==> src/rtl/sram_lane_ctrl.sv <==
module sram_lane_ctrl #(
  parameter int AW     = 16,
  parameter int CLK_PS = 4000,
  parameter int ACC_PS = 12000,
  parameter int WP_PS  = 8000,
  parameter int DSU_PS = 6000
) (
  input  logic          clk,
  input  logic          rst_n,
  input  logic          req_valid,
  output logic          req_ready,
  input  logic          req_we,
  input  logic [AW-1:0] req_addr,
  input  logic [15:0]   req_wdata,
  input  logic [1:0]    req_mask,
  output logic          rsp_valid,
  output logic [15:0]   rsp_rdata,
  output logic [AW-1:0] mem_addr,
  output logic          mem_cs_n,
  output logic          mem_oe_n,
  output logic          mem_we_n,
  output logic          mem_ub_n,
  output logic          mem_lb_n,
  output logic [15:0]   mem_dq_out,
  output logic          mem_dq_oe,
  input  logic [15:0]   mem_dq_in
);
  localparam int RD_CYC  = (ACC_PS + CLK_PS - 1) / CLK_PS + 1;
  localparam int WP_A    = (WP_PS + CLK_PS - 1) / CLK_PS;
  localparam int WP_B    = (DSU_PS + CLK_PS - 1) / CLK_PS;
  localparam int WP_MAX  = (WP_A > WP_B) ? WP_A : WP_B;
  localparam int WP_CYC  = (WP_MAX < 1) ? 1 : WP_MAX;
  localparam int CNT_MAX = (RD_CYC > WP_CYC) ? RD_CYC : WP_CYC;
  localparam int CW      = $clog2(CNT_MAX + 1);

  typedef enum logic [2:0] {S_IDLE, S_RD, S_WSU, S_WP, S_WH} st_t;

  st_t           st;
  logic [CW-1:0] cnt;
  logic [AW-1:0] addr_q;
  logic [15:0]   data_q;
  logic [1:0]    mask_q;
  logic [15:0]   lane_keep;

  assign lane_keep  = {{8{mask_q[1]}}, {8{mask_q[0]}}};
  assign req_ready  = (st == S_IDLE);
  assign mem_cs_n   = (st == S_IDLE);
  assign mem_oe_n   = (st != S_RD);
  assign mem_we_n   = (st != S_WP);
  assign mem_lb_n   = mem_cs_n | ~mask_q[0];
  assign mem_ub_n   = mem_cs_n | ~mask_q[1];
  assign mem_dq_oe  = (st == S_WP) || (st == S_WH);
  assign mem_dq_out = data_q;
  assign mem_addr   = addr_q;

  always_ff @(posedge clk or negedge rst_n) begin
    if (!rst_n) begin
      st        <= S_IDLE;
      cnt       <= '0;
      addr_q    <= '0;
      data_q    <= '0;
      mask_q    <= '0;
      rsp_valid <= 1'b0;
      rsp_rdata <= '0;
    end else begin
      rsp_valid <= 1'b0;
      case (st)
        S_IDLE: if (req_valid) begin
          if (req_mask == 2'b00) begin
            if (!req_we) begin
              rsp_valid <= 1'b1;
              rsp_rdata <= '0;
            end
          end else begin
            addr_q <= req_addr;
            data_q <= req_wdata;
            mask_q <= req_mask;
            if (req_we) begin
              st <= S_WSU;
            end else begin
              st  <= S_RD;
              cnt <= CW'(RD_CYC - 1);
            end
          end
        end
        S_RD: if (cnt == '0) begin
          rsp_rdata <= mem_dq_in & lane_keep;
          rsp_valid <= 1'b1;
          st        <= S_IDLE;
        end else begin
          cnt <= cnt - 1'b1;
        end
        S_WSU: begin
          st  <= S_WP;
          cnt <= CW'(WP_CYC - 1);
        end
        S_WP: if (cnt == '0) st <= S_WH;
              else           cnt <= cnt - 1'b1;
        S_WH: st <= S_IDLE;
        default: st <= S_IDLE;
      endcase
    end
  end
endmodule

==> config.mk <==
export PLATFORM = sky130hd
export DESIGN_NAME = sram_lane_ctrl
export DESIGN_NICKNAME = d
export VERILOG_FILES = /design/src/rtl/sram_lane_ctrl.sv
export SDC_FILE = /design/constraint.sdc
export NUM_CORES = 1
export LEC_CHECK = 0
export BUFFER_PORTS_ARGS = -buffer_cell sky130_fd_sc_hd__buf_2
export CORE_UTILIZATION = 46
export DETAILED_ROUTE_END_ITERATION = 8
export PLACE_DENSITY = 0.85
export SLEW_MARGIN = 20
export SYNTH_ARGS = -nofsm -noshare
export SYNTH_HDL_FRONTEND = slang
export SYNTH_SLANG_ARGS = --single-unit
==> constraint.sdc <==
create_clock -name clk -period 2.53 [get_ports clk]
set_clock_uncertainty 0.1 [all_clocks]
set_input_delay 0.1265 -clock clk [delete_from_list [all_inputs] [get_ports clk]]
set_output_delay 0.1265 -clock clk [all_outputs]
set_load 0.005 [all_outputs]
==> results.md, run 1 <==
- Status: complete, no violations
- Area grow syn2layout: 53.4%
- Vias per cell: 4.79
- Gate Count Post-Synth: 194
- First-pass GRT wire length: 9.89 mm
- Peak supply drop: around 570 uV
- Post-synthesis register bit count: 57
- WP data arrival: around 2.3 ns
- Post-DRT Antenna Nets: 0
- CTS Buffer Depth: 2
- Slew @ Worst Pin: 0.588 ns
- Clk_lat worst skew: 0.32 ns
- Synth cell types: 29
- Die X: 73.5 um
- Pre-CTS setup slack: approximately 0.39 ns
- Setup_tns: 0 ns
- CTS buffer count: 9
- Min cycle time layout: 2.18 ns
- Fin worst setup slack: 0.351 ns
- Seq pwr share: 0.420
- Io pins: 110
- Port buffer count: about 110
- Relative slew slack: 0.608
- Largest net degree at the start of global routing: 35
- Setup crit end kind: flop
- Initial Util: 0.489
- Post-synthesis cell area: 0.00235 sq mm
- Vias: 2052
- Die area: about 0.0054 sq mm
- Share of cells above drive strength 1: 0.357
- Setup bufs post-CTS: 0
- Register area share after synthesis: 0.606
- # DRC: 0
- Power density cells: between 1000 and 1500 mW/mm^2
- Worst R2R Setup Slack: 0.35 ns
- Root Buffer: clkbuf_8
- Worst Path Required: 2.63 ns
- CTS sink count: 57
- # diodes: 0
- Placer Congestion: 0.816
- H-tree levels: 3
- Largest fanout on the critical path: 34
- Leak: 1.81 nW
- Clock transition at the registers of the reported paths: 0.06 ns
- Internal power: 0.00246 W
- Logic pwr share: 0.381
- Net switching power figure: roughly 0.0013 W
- Placed insts: 361
- Setup Viol. Count Final: 0
- Fmax: 0.459 GHz
- Vias in the first global route: 2053
- Wirelength per Cell: 14.8 um
- Hold WC Path Type: in -> reg
- Post-synthesis average cell area: 12.1 sq um
- YS warnings: 0
- Starting DRT DRC Count: 130
- Num rows: 25
- Crit Path Class: reg -> reg
- Hold Vio Cnt, Final: 0
- Synthesized net count: 250
- Non-Filler Instances: 428
- Max-slew violation count: 0
- Core area: 0.00482 sq mm
- Dpl hpwl: 3.49 mm
- Tot Pwr: 0.00376 W
- Clock network power share: 0.199
- Global Route Usage Sum: 0.249
- Worst setup SP type: flop
- TritonCTS clock tree: built
- Initial antenna violation count: 0
- 1st-pass router iterations: 4
- Max_cap viols: 0
- Post-Route WL: 6.32 mm
- Layout Nets: 412
- Final worst-path cycle share: 0.861
- Die height: 73.5 um
- Grt total ovfl: 0
- Sw Ratio: 0.347
- RSZ-0062 raised after global routing: no
## flip-flops by register name (all words and copies together) (netlist names)
| register | flops |
|---|---|
| mask_q | 2 |
| cnt | 3 |
| rsp_valid | 1 |
| mem_dq_out | 16 |
| rsp_rdata | 16 |
| mem_addr | 16 |
| st | 3 |
## metal layers
layer / vias up / wire [um] / GRT usage
met5: - / 0 / 0
met4: 0 / 96 / 0.109
met3: 12 / 465 / 0.0700
met2: 93 / 3110 / 0.422
met1: 968 / 2640 / 0.296
li1: 979 / - / -
## synthesized netlist by cell type (all sizes together)
| master | number | area [sq um] |
|---|---|---|
| inv | 6 | 22.5 |
| dfrtp | 57 | 1430 |
| a211o | 1 | 8.76 |
| o211ai | 1 | 7.51 |
| o21a | 1 | 7.51 |
| ha | 2 | 25.0 |
| mux2 | 34 | 383 |
| and2 | 2 | 12.5 |
| nor3b | 1 | 7.51 |
| a211oi | 1 | 7.51 |
| clkbuf | 1 | 3.75 |
| buf | 10 | 70.1 |
| or2 | 1 | 6.26 |
| nor2 | 5 | 35.0 |
| nand2 | 37 | 139 |
| or3 | 1 | 6.26 |
| nor3 | 2 | 10.0 |
| a21oi | 2 | 10.0 |
| a22oi | 1 | 12.5 |
| nor2b | 2 | 12.5 |
| o21ai | 22 | 110 |
| nand2b | 2 | 12.5 |
| nor4b | 2 | 17.5 |
## cells by family (layout without fill, tap and decap cells)
kind of cell / Yosys count / in the layout / synth area share
AOI/OAI and AO/OA: 29 / 29 / 0.0696
adders and majority gates: 2 / 2 / 0.0106
and+or+nand+nor: 55 / 55 / 0.110
buffers and inverters: 17 / 184 / 0.0409
muxes: 34 / 34 / 0.163
DFF: 57 / 57 / 0.606
## critical path, stage by stage (launching register included)
cell and delay, ns:
dfrtp_1 0.46, or3_1 0.55, nor2_8 0.52, mux2_1 0.41
## worst paths after layout
check	start	endpoint	cells after the start
worst min register to register	rsp_rdata[14]	rsp_rdata[14]	2
worst max register to register	st[2]	mem_addr[4]	3
min in group asynchronous	rst_n	mem_addr[6]	2
max in group asynchronous	rst_n	mem_dq_out[5]	3
worst max-delay path	st[2]	mem_addr[4]	3
worst min-delay path	req_we	st[0]	3
## power groups by stage
stage                     logic (W)  clock network, W  registers (W)
after floorplan            0.000740                 0        0.00158
after detailed placement    0.00135                 0        0.00156
after CTS                   0.00141          0.000769        0.00155
after global placement      0.00129                 0        0.00155
final                       0.00143          0.000749        0.00158
after global routing        0.00160          0.000804        0.00163
## metrics by stage
step / cell area (sq um) / hold slack [ns] / util
2_1_floorplan: 2350 / -0.269 / -
5_1_grt: 3610 / 0.146 / 0.749
6_report: 3610 / 0.109 / 0.749
3_3_place_gp: 2920 / 0.0554 / 0.607
3_5_place_dp: 2920 / 0.0625 / 0.607
4_1_cts: 3610 / 0.0802 / 0.749
## cells in the final DEF (no fill, tap or decap), drive strengths merged, types with 2 or more instances in the layout
| master | n |
|---|---|
| and2 | 2 |
| mux2 | 34 |
| dfrtp | 57 |
| inv | 6 |
| nor2b | 2 |
| nand2 | 37 |
| a21oi | 2 |
| ha | 2 |
| nand2b | 2 |
| o21ai | 22 |
| clkbuf | 14 |
| buf | 111 |
| nor2 | 5 |
| nor4b | 2 |
| dlygate4sd3 | 51 |
| nor3 | 2 |
## cell type report
type	count	area, sq um
tap	67	83.8
inverter	6	22.5
sequential	57	1430
timing repair buffer	162	1070
clock inverter	2	12.5
fill	347	1210
multi-input combinational	120	831
clock buffer	14	163
## what timing repair did
action | CTS | global route
hold endpoints to repair | 76 | 0
gates resized for setup | 0 | 0
hold buffers | 51 | 0
No activity file was read; power rests on OpenSTA's default activity.
==> run 2, diff against run 1 <==
CORE_UTILIZATION = 48   (was 46)
CTS_BUF_LIST = sky130_fd_sc_hd__clkbuf_4 sky130_fd_sc_hd__clkbuf_8   (was default)
PLACE_DENSITY = 0.88   (was 0.85)
==> run 2 against run 1 <==
Against the previous run: fmax down 1.2%; clock power grew 14%; highest routed layer unchanged; register-to-register slack worse by 0.03 ns; count of clock-buffer cells in the layout down 1; via count increased by 1.5%; global-route usage increased by 2.5 points; first-iteration DRC count is 1.5% higher; critical endpoint is now mem_dq_out[7]; utilization grew 2.0 points; setup slack got worse by 0.026 ns; design area grew 0.69%; combinational power about the same.
==> results.md, run 2 (synthesized netlist as in run 1, its figures left out) <==
- Status: complete, no violations
- Global Route Usage Sum: 0.274
- Post-CTS Resized: 0
- Worst R2R Setup Slack: 0.33 ns
- Io pins: 110
- Dpl hpwl: 3.61 mm
- Area grow syn2layout: 54.4%
- Crit Path Class: reg -> reg
- Fin util: 0.770
- Slew @ Worst Pin: between 0.5 and 0.6 ns
- Hold_sp: req_we
- CTS sink count: between 50 and 60
- Max stage delay on crit path: 0.56 ns
- Port buffer count: 109
- Placer Congestion: roughly 0.80
- Crit path buffers/inverters: 0
- Setup crit end kind: flop
- Clk_lat worst skew: 0.33 ns
- Largest fanout on the critical path: 34
- Share of cells above drive strength 1: 0.366
- Kind of cell adding the most delay to the critical path: simple AND/OR/NAND/NOR gates
- Crit-path cells: or3_1 -> nor2_8 -> mux2_1
- Most frequent cells in the layout: buf_2, dfrtp_1, dlygate4sd3_1
- R2R cell count: 3
- Worst Path Required: approximately 2.7 ns
- Root Buffer: clkbuf_8
- Setup Viol. Count Final: 0
- 1st-pass router iterations: 4
- Grt total ovfl: 0
- Die area: between 0.005 and 0.006 sq mm
- Post-Route WL: 6.56 mm
- Max-slew violation count: 0
- Layout Nets: 412
- Largest net degree at the start of global routing: 37
- Power density cells: 1070 mW/mm^2
- Vias in the first global route: 2090
- Die X: 72.0 um
- Num rows: 25
- Fmax: roughly 0.45 GHz
- First-pass GRT wire length: 10.4 mm
- # diodes: 0
- Final worst-path cycle share: 0.871
- Core area: approximately 0.0047 sq mm
- R2r endpoint: mem_dq_out[7]
- Hold EP: cnt[1]
- Min cycle time layout: 2.20 ns
- Die height: 72.0 um
- Worst setup SP type: flop
- Post-DRT Antenna Nets: 0
- Slowest CP cell: or3_1
- Relative slew slack: 0.604
- Initial antenna violation count: 0
- Peak supply drop: between 600 and 700 uV
- # DRC: 0
- TritonCTS clock tree: built
- Starting DRT DRC Count: between 100 and 150
- Hold WC Path Type: in -> reg
- CTS buffer count: 9
- Initial Util: 0.498
- H-tree levels: 3
- Pre-CTS setup slack: 0.362 ns
- RSZ-0062 raised after global routing: no
- Reg2reg start: st[2]
- Wirelength per Cell: about 15 um
- WHS Path Cells: 4
- WP data arrival: 2.32 ns
- Most common cell after layout, fill and taps aside: buf_2
- Clock transition at the registers of the reported paths: 0.07 ns
- Vias: 2082
- Fin worst setup slack: 0.325 ns
- Critical path startpoint: st[2]
- Max_cap viols: 0
- Hold Vio Cnt, Final: 0
- Setup_tns: 0 ns
- CTS Buffer Depth: 2
- Leak: 1.83 nW
- Vias per cell: 4.86
==> run 2: cell types whose count changed in the layout (fill, tap and decap cells not counted), sizes merged <==
cell	change
clkinvlp	-1
clkbuf	-1
bufinv	+1
clkinv	+1
==> run 2: how the worst max path moves through the flow <==
stage | to | cells after the start | slack (ns)
final | mem_dq_out[7] | 3 | 0.33
after global routing | mem_dq_out[7] | 3 | 0.25
after floorplan | mask_q[0] | 6 | 0.67
after global placement | mem_dq_out[13] | 3 | 0.44
after detailed placement | mem_dq_out[11] | 3 | 0.36
after CTS | mem_addr[10] | 3 | 0.35
==> run 2: area by class of cell <==
type / count / area [sq um]
clock buffer: 13 / 160
clock inverter: 3 / 40.0
fill: 287 / 1090
inverter: 6 / 22.5
multi-input combinational: 120 / 831
sequential: 57 / 1430
tap: 67 / 83.8
timing repair buffer: 162 / 1070
==> run 2: metal layers <==
layer,vias to the layer above,track usage,wire [um]
li1,977,-,-
met1,992,0.321,2740
met2,96,0.471,3290
met3,17,0.0708,376
met4,0,0.131,153
met5,-,0,0
==> run 2: worst reg2reg max path, cell delays in order (launching register included) <==
cell	delay, ns
dfrtp_1	0.46
or3_1	0.56
nor2_8	0.53
mux2_1	0.43
==> run 2: through the flow <==
step	total power (W)	cell area, sq um	std cells	hold slack [ns]
floorplan	0.00232	2350	194	-0.269
global placement	0.00284	2920	361	0.00557
detailed placement	0.00291	2920	361	0.0172
CTS	0.00383	3630	428	0.0946
global route	0.00415	3630	428	0.0978
finish	0.00390	3630	428	0.0926
==> run 2: repair_timing <==
item                                    in CTS  in global routing
endpoints found under the setup margin       0                  0
hold buffers                                51                  0
buffers inserted                             0                  0
hold endpoints to repair                    71                  0
==> run 2: where the power goes <==
part           leakage (nW)  internal, W  total [W]  switching (W)
logic                  1.01     0.000716    0.00145       0.000737
registers             0.713      0.00133    0.00159       0.000254
clock network         0.108     0.000511   0.000857       0.000346
total                  1.83      0.00256    0.00390        0.00134
==> run 3, diff against run 2 <==
CORE_UTILIZATION = 45   (was 48)
GPL_TIMING_DRIVEN = 0   (was default)
PLACE_DENSITY = 0.84   (was 0.88)
==> run 3 against run 2 <==
Against the previous run: design area increased by 0.76%; critical path depth grew 3; non-clock buffer count is 9 higher; via count up 3.9%; global-route usage shrank 1.0 points; register-to-register slack better by 0.17 ns; power is 1.8% lower; critical endpoint is now rsp_rdata[0]; largest cell class unchanged; sequential cell count did not move; fmax increased by 8.1%; wire length rose by 5.9%; setup slack better by 0.17 ns; highest routed layer unchanged.
==> results.md, run 3 (synthesized netlist as in run 1, its figures left out) <==
- Setup_tns: 0 ns
- Post-CTS Resized: 0
- Vias: 2164
- Dpl hpwl: 3.84 mm
- Root Buffer: clkbuf_8
- Setup bufs post-CTS: 0
- Internal power: 0.00245 W
- 1st-pass router iterations: 4
- Vias in the first global route: 2195
- WP data arrival: 2.20 ns
- Global route hottest layer: met2
- Peak supply drop: about 530 uV
- CTS sink count: 57
- Worst setup SP type: flop
- Largest fanout on the critical path: 9
- Port buffer count: 109
- Status: complete, no violations
- Grt met1 use: 0.300
- Logic pwr share: 0.400
- Clock transition at the registers of the reported paths: approximately 0.070 ns
- Power density cells: 1050 mW/mm^2
- Die X: 74.3 um
- Worst Path Required: 2.69 ns
- H-tree levels: 3
- Fin worst setup slack: 0.491 ns
- Global Route Usage Sum: 0.264
- Num rows: 25
- FILL cells: 331
- Io pins: 110
- Final worst-path cycle share: 0.806
- Area grow syn2layout: 55.6%
- Clk_lat worst skew: ~0.33 ns
- # diodes: 0
- CTS Buffer Depth: 2
- Die height: 74.3 um
- Relative slew slack: 0.529
- Max_cap viols: 0
- Share of cells above drive strength 1: 0.376
- Clock network power share: 0.188
- Grt total ovfl: 0
- Die area: 0.00552 sq mm
- Post-DRT Antenna Nets: 0
- Most common cell after layout, fill and taps aside: buf_2
- Post-Route WL: roughly 6.9 mm
- Min cycle time layout: 2.04 ns
- Met3 Usage GRT: 0.0583
- Starting DRT DRC Count: ~120
- Initial Util: 0.482
- CTS buffer count: 9
- Fmax: 0.490 GHz
- Max-slew violation count: 0
- Seq pwr share: 0.412
- Met2 usage: 0.473
- Layout Nets: 421
- Crit Path Class: reg -> reg
- Setup crit end kind: flop
- Pre-CTS setup slack: 0.519 ns
- Initial antenna violation count: 0
- Hold Vio Cnt, Final: 0
- # DRC: 0
- Net switching power figure: 0.00138 W
- CTS Hold Buffers Added: ~50
- Leak: 1.84 nW
- Slew @ Worst Pin: ~0.71 ns
- Hold WC Path Type: in -> reg
- Vias per cell: 4.95
- Sw Ratio: 0.360
- Placer Congestion: 0.809
- Setup Viol. Count Final: 0
- TritonCTS clock tree: built
- Largest net degree at the start of global routing: 58
- First-pass GRT wire length: 10.4 mm
- RSZ-0062 raised after global routing: no
- Wirelength per Cell: 15.9 um
- Core area: between 0.004 and 0.005 sq mm
- Most frequent cells in the layout: buf_2, dfrtp_1, dlygate4sd3_1
-- run 3: cell count changes in the layout (fill, tap and decap cells not counted), moves of 2 or more --
cell        delta
clkbuf_4       -2
buf_2          +4
clkinv_2       +2
clkinvlp_4     +2
buf_6          +3
-- run 3: worst paths after layout --
path                               start       endpoint  slack (ns)  cells past startpoint
max in group asynchronous          rst_n   mem_addr[13]        1.55                      2
hold / removal                    req_we         cnt[1]        0.09                      4
hold reg to reg            mem_dq_out[4]  mem_dq_out[4]        0.38                      1
setup reg to reg                   st[2]   rsp_rdata[0]        0.49                      6
setup / recovery                   st[2]   rsp_rdata[0]        0.49                      6
min in group asynchronous          rst_n   rsp_rdata[2]        0.29                      2
-- run 3: cell type report --
| class | instances | area [sq um] | area share |
|---|---|---|---|
| clock buffers | 10 | 131 | 0.0359 |
| flip-flops and latches | 57 | 1430 | 0.389 |
| well taps | 67 | 83.8 | 0.0229 |
| repair buffers | 160 | 1060 | 0.289 |
| plain buffers | 11 | 73.8 | 0.0202 |
| multi-input cells | 120 | 831 | 0.227 |
| inverters | 6 | 22.5 | 0.00615 |
| clock inverters | 6 | 35.0 | 0.00957 |
-- run 3: layer usage --
metal  vias to the layer above  routed length, um
met5                         -                  0
met4                         0                136
met3                        16                463
met2                       111               3550
met1                      1038               2800
li1                        999                  -
-- run 3: critical path, stage by stage (launching register included) --
cell and delay, ns:
dfrtp_1 0.35, buf_2 0.16, nor3b_1 0.50, and2_1 0.22
buf_1 0.34, nand2_1 0.14, o21ai_1 0.15
-- run 3: power groups by stage --
stage	Clock (W)	Sequential [W]	Combinational (W)
floorplan	0	0.00158	0.000740
global placement	0	0.00153	0.00139
detailed placement	0	0.00156	0.00143
CTS	0.000727	0.00154	0.00150
global route	0.000779	0.00161	0.00170
finish	0.000720	0.00158	0.00153
-- run 3: per-stage QoR --
stage	util	power, W	cell area [sq um]	cells	hold slack [ns]
detailed placement	0.612	0.00299	2990	370	0.117
CTS	0.751	0.00377	3660	437	0.0775
global route	0.751	0.00409	3660	437	0.106
global placement	0.611	0.00292	2980	370	0.242
floorplan	-	0.00232	2350	194	-0.269
finish	0.751	0.00383	3660	437	0.0948
